File: src/rtl/ssc_pkg.sv
package ssc_pkg;
  typedef enum logic [1:0] {
    SQ_IDLE = 2'd0,
    SQ_RAMP = 2'd1,
    SQ_READ = 2'd2
  } sq_state_t;
endpackage

File: src/rtl/ssc_gray_counter.sv
module ssc_gray_counter #(
  parameter int W = 8
) (
  input  logic         clk,
  input  logic         rst,
  input  logic         clr,
  input  logic         run,
  output logic [W-1:0] gray,
  output logic         at_end
);
  logic [W-1:0] bin_q;

  always_ff @(posedge clk) begin
    if (rst || clr) bin_q <= '0;
    else if (run)   bin_q <= bin_q + 1'b1;
  end

  assign gray   = bin_q ^ (bin_q >> 1);
  assign at_end = &bin_q;
endmodule

File: src/rtl/ssc_pixel.sv
module ssc_pixel #(
  parameter int W = 8
) (
  input  logic         clk,
  input  logic         rst,
  input  logic         clr,
  input  logic         ramp,
  input  logic         trip,
  input  logic [W-1:0] gray_bus,
  output logic [W-1:0] code
);
  logic sync1_q, sync2_q, frozen_q;

  // two-flop synchroniser for the asynchronous comparator
  always_ff @(posedge clk) begin
    if (rst) begin
      sync1_q <= 1'b0;
      sync2_q <= 1'b0;
    end else begin
      sync1_q <= trip;
      sync2_q <= sync1_q;
    end
  end

  // code follows the bus until the first synchronised trip, then holds
  always_ff @(posedge clk) begin
    if (rst || clr) begin
      code     <= '0;
      frozen_q <= 1'b0;
    end else if (ramp) begin
      if (sync2_q) frozen_q <= 1'b1;
      if (!sync2_q && !frozen_q) code <= gray_bus;
    end
  end
endmodule

File: src/rtl/ssc_gray2bin.sv
module ssc_gray2bin #(
  parameter int W = 8
) (
  input  logic [W-1:0] g,
  output logic [W-1:0] b
);
  for (genvar i = 0; i < W; i++) begin : g_bit
    assign b[i] = ^g[W-1:i];
  end
endmodule

File: src/rtl/ssc_capture_seq.sv
module ssc_capture_seq
  import ssc_pkg::*;
#(
  parameter int CODE_W  = 8,
  parameter int ROWS    = 4,
  parameter int COLS    = 2,
  parameter int ROW_CYC = 4,
  localparam int PIX    = ROWS * COLS,
  localparam int ROW_W  = (ROWS > 1) ? $clog2(ROWS) : 1,
  localparam int WORD_W = COLS * CODE_W
) (
  input  logic              clk,
  input  logic              rst,
  input  logic              start,
  input  logic [PIX-1:0]    trip,
  output logic              out_valid,
  output logic [ROW_W-1:0]  out_row,
  output logic [WORD_W-1:0] col_data,
  output logic              frame_done
);
  localparam int SLOT_W = (ROW_CYC > 1) ? $clog2(ROW_CYC) : 1;
  localparam logic [SLOT_W-1:0] SLOT_LAST = SLOT_W'(ROW_CYC - 1);
  localparam logic [ROW_W-1:0]  ROW_LAST  = ROW_W'(ROWS - 1);

  sq_state_t         state_q;
  logic [ROW_W-1:0]  row_q;
  logic [SLOT_W-1:0] slot_q;
  logic [CODE_W-1:0] gray_bus;
  logic              at_end;
  logic [PIX*CODE_W-1:0] codes_flat;
  logic [WORD_W-1:0] row_arr [ROWS];
  logic [WORD_W-1:0] row_sel;
  logic [WORD_W-1:0] bin_cols;

  logic launch, in_ramp;
  assign launch  = (state_q == SQ_IDLE) && start;
  assign in_ramp = (state_q == SQ_RAMP);

  ssc_gray_counter #(.W(CODE_W)) u_cnt (
    .clk(clk), .rst(rst), .clr(launch), .run(in_ramp),
    .gray(gray_bus), .at_end(at_end)
  );

  for (genvar p = 0; p < PIX; p++) begin : g_pix
    ssc_pixel #(.W(CODE_W)) u_pix (
      .clk(clk), .rst(rst), .clr(launch), .ramp(in_ramp),
      .trip(trip[p]), .gray_bus(gray_bus),
      .code(codes_flat[p*CODE_W +: CODE_W])
    );
  end

  for (genvar r = 0; r < ROWS; r++) begin : g_row
    assign row_arr[r] = codes_flat[r*WORD_W +: WORD_W];
  end
  assign row_sel = row_arr[row_q];

  for (genvar c = 0; c < COLS; c++) begin : g_col
    ssc_gray2bin #(.W(CODE_W)) u_g2b (
      .g(row_sel[c*CODE_W +: CODE_W]),
      .b(bin_cols[c*CODE_W +: CODE_W])
    );
  end

  always_ff @(posedge clk) begin
    if (rst) begin
      state_q    <= SQ_IDLE;
      row_q      <= '0;
      slot_q     <= '0;
      out_valid  <= 1'b0;
      out_row    <= '0;
      col_data   <= '0;
      frame_done <= 1'b0;
    end else begin
      out_valid  <= 1'b0;
      frame_done <= 1'b0;
      case (state_q)
        SQ_IDLE: if (start) state_q <= SQ_RAMP;
        SQ_RAMP: if (at_end) begin
          state_q <= SQ_READ;
          row_q   <= '0;
          slot_q  <= '0;
        end
        SQ_READ: begin
          if (slot_q == '0) begin
            out_valid <= 1'b1;
            out_row   <= row_q;
            col_data  <= bin_cols;
          end
          if (slot_q == SLOT_LAST) begin
            slot_q <= '0;
            if (row_q == ROW_LAST) begin
              state_q    <= SQ_IDLE;
              row_q      <= '0;
              frame_done <= 1'b1;
            end else begin
              row_q <= row_q + 1'b1;
            end
          end else begin
            slot_q <= slot_q + 1'b1;
          end
        end
        default: state_q <= SQ_IDLE;
      endcase
    end
  end
endmodule

File: config.mk
export PLATFORM = sky130hd
export DESIGN_NAME = ssc_capture_seq
export DESIGN_NICKNAME = d
export VERILOG_FILES = /design/src/rtl/ssc_pkg.sv /design/src/rtl/ssc_gray_counter.sv /design/src/rtl/ssc_pixel.sv /design/src/rtl/ssc_gray2bin.sv /design/src/rtl/ssc_capture_seq.sv
export SDC_FILE = /design/constraint.sdc
export NUM_CORES = 1
export LEC_CHECK = 0
export BUFFER_PORTS_ARGS = -buffer_cell sky130_fd_sc_hd__buf_2
export CORE_UTILIZATION = 25
export CTS_CLUSTER_DIAMETER = 80
export DETAILED_ROUTE_END_ITERATION = 7
export PLACE_DENSITY_LB_ADDON = 0.05
export SYNTH_ARGS = -nofsm -noshare
export SYNTH_HDL_FRONTEND = slang
export SYNTH_SLANG_ARGS = --single-unit
File: constraint.sdc
create_clock -name clk -period 2.9 [get_ports clk]
set_input_delay 0.58 -clock clk [delete_from_list [all_inputs] [get_ports clk]]
set_output_delay 0.58 -clock clk [all_outputs]
set_load 0.005 [all_outputs]
==> reports/qor.yml <==
sta:
  rsz0062_at_grt: "false"
  finalHoldViolCount: 0
  clock.fmax_mhz: 421.4
  tns_ns: 0
  tightest_slew_ns: 0.9169
  period_minus_slack_ns: 2.373
  clock_skew_ns: 0.006165
  fin_ws_ns: 0.5267
  finalCritPeriodShare_pct: 81.84
  setup_violations: 0
  drv_slew: 0
  slew-limit-headroom_pct: 38.40
floorplan:
  die-area_um2: 20050
  row_count: 50
  fp.coreArea_um2: 18890
  ioPinCount: 31
  floorplan.initialDensity_pct: 25.79
  dieHeight_um: 141.6
  dieWidth_um: 141.6
clock_network:
  clockBufferDepth: 2
  cts_setup_buffers: 0
  cts_made_buffers: 17
  htree_levels: 4
  cts-root-buf: "clkbuf_16"
  clk_pin_slew_ns: 0.06
  ctsResizeCount: 0
  tritoncts: "built"
  clock_sinks: 122
  hold_buffers: 0
  insertion_delay_ns: 0.41
worst_setup_path:
  worstSetupStartpointType: "register"
  worstSetupPathType: "reg -> reg"
  end_kind: "register"
  worst-path-max-fanout: 14
  reg2regPathDepth: 6
  r2r_slack_ns: 0.53
  cp.required_ns: 3.23
  arrival_ns: 2.70
  r2r_start: "row_q[0]"
  r2r_end: "col_data[8]"
global_route:
  grt_pass1_wl_um: 20190
  antenna_found_initial: 0
  grt_max_degree: 38
  overflow: 0
  grt_pass1_vias: 3439
  gr-usage-all-layers_pct: 13.75
layout:
  nNetsFinal: 597
  syn_to_final_growth_pct: 22.19
  antenna_cells: 0
  seq_area_um2: 2442
  multi_input_area_um2: 2263
  n_fill_cell: 2047
  drive_gt1_share_pct: 17.15
route:
  dr.pass1.iters: 4
  ant_nets: 0
  remaining_drc_errors: 0
  vias_per_cell: 4.359
  wl_um: 12740
  wire_per_inst_um: 15.00
  drtIter0Drc: 279
  num_vias: 3701
yosys:
  ys.flop_type: "dfxtp_1"
  yosysMostFrequentCell: "nand2_1"
  synth_edf_count: 0
  syn_area_um2: 4872
  synth_seq_cells: 122
  postSynthAreaPerCell_um2: 8.875
  syn-num-nets: 570
  yosys_warnings: 0
  yosys.cell_types.count: 29
  synth_commonest_cells: "156 x nand2_1, 122 x dfxtp_1, 84 x a21oi_1"
  synth_top_area_cell: "dfxtp_1"
  yosys.area.top_type_share_pct: 50.13
  synthCells: 549
  ys_seq_area_share_pct: 50.13
  ys_async_sr_fraction_pct: 0
  synth.area.top_cells: "dfxtp_1 50%, nand2_1 12%, a21oi_1 8.6%"
place:
  place_congestion: 0.7324
  portBuffers: 30
  dp_slack_ns: 0.4928
  dpl.hpwl_um: 8653
power:
  peakVddDrop_v: 0.0003539
  p_leak_nw: 2.102
  power_density_nw_per_um2: 686.5
hold_path:
  hold_depth: 2
  hp-class: "in -> reg"
  whs_endpoint: "g_pix[7].u_pix.sync1_q"
  min_from: "trip[7]"
flow_run:
  maxCapViolCount: 0
status:
  run_status: "complete, no violations"
through the flow:
step | area, um2 | total power [mW] | std cells | hold WS (ns) | utilization (%)
finish | 5953 | 4.087 | 849 | 0.3771 | 31.51
global route | 5953 | 4.239 | 849 | 0.3641 | 31.51
CTS | 5953 | 4.160 | 849 | 0.3562 | 31.51
detailed placement | 5336 | 1.906 | 817 | 0.4254 | 28.24
global placement | 5336 | 1.906 | 817 | 0.4212 | 28.24
floorplan | 4872 | 1.834 | 549 | 0.4138 | -
logic make-up (layout without fill, tap and decap cells):
family / Yosys count / count (layout) / synth area share [%]
xor gates and xnor gates: 25 / 25 / 5.110
adders and majority gates: 10 / 10 / 2.568
and+or+nand+nor: 236 / 236 / 20.60
DFF: 122 / 122 / 50.13
AOI/OAI and AO/OA: 98 / 98 / 10.76
buffers and inverters: 42 / 82 / 3.441
muxes: 16 / 16 / 7.396
critical path, stage by stage (launching register included):
cell	delay [ns]
dfxtp_1	0.76
mux4_2	0.45
xnor2_2	0.26
xnor2_1	0.17
xnor2_2	0.31
xnor2_1	0.12
a211oi_1	0.22
placed cells by master, fill, tap and decap left out, drive strengths merged, types with 8 or more instances in the layout:
cell    Yosys  final
a21oi      84     84
nor2       28     28
clkbuf     29     18
xor2        9      9
buf        11     48
dfxtp     122    122
xnor2      16     16
a211oi      8      8
mux4       16     16
ha         10     10
or3         8      8
nor3       11     11
nand2     156    156
nor2b      18     18
layout make-up:
| class | instances | area share, % |
|---|---|---|
| clock inverters | 14 | 2.984 |
| well taps | 260 | 5.464 |
| inverters | 2 | 0.1261 |
| clock buffers | 18 | 7.377 |
| flip-flops and latches | 122 | 41.03 |
| repair buffers | 48 | 5.002 |
| multi-input cells | 385 | 38.02 |
power breakdown:
part	total, mW	leakage, nW	internal [mW]	switching (mW)
registers	1.70	0.987	1.69	0.00981
clock network	2.22	0.301	1.45	0.773
logic	0.162	0.814	0.0455	0.117
total	4.09	2.10	3.19	0.899
routing by layer:
metal  GRT usage [%]  vias to the layer above  wire length, um  part of all wire, %
li1                -                     1887                -                    -
met4           5.603                        0              112                 0.88
met2           20.07                       67             5541                   44
met3           3.274                        9              404                  3.2
met5               0                        -                0                    0
met1           19.33                     1738             6676                   52
registers in the layout (all words and copies together) (netlist names):
register,cells
state_q,2
frame_done,1
slot_q,2
g_pix.u_pix.code,64
out_row,2
u_cnt.bin_q,8
g_pix.u_pix.frozen_q,8
g_pix.u_pix.sync2_q,8
out_valid,1
col_data,16
row_q,2
g_pix.u_pix.sync1_q,8
how the worst max path moves through the flow:
stage | slack, ns | startpoint | endpoint
floorplan | 0.79 | row_q[1] | col_data[8]
global route | 0.31 | row_q[0] | col_data[8]
detailed placement | 0.49 | row_q[0] | col_data[0]
global placement | 0.55 | row_q[1] | col_data[8]
CTS | 0.47 | row_q[0] | col_data[0]
finish | 0.53 | row_q[0] | col_data[8]
Power figures use the tool's default switching activity.
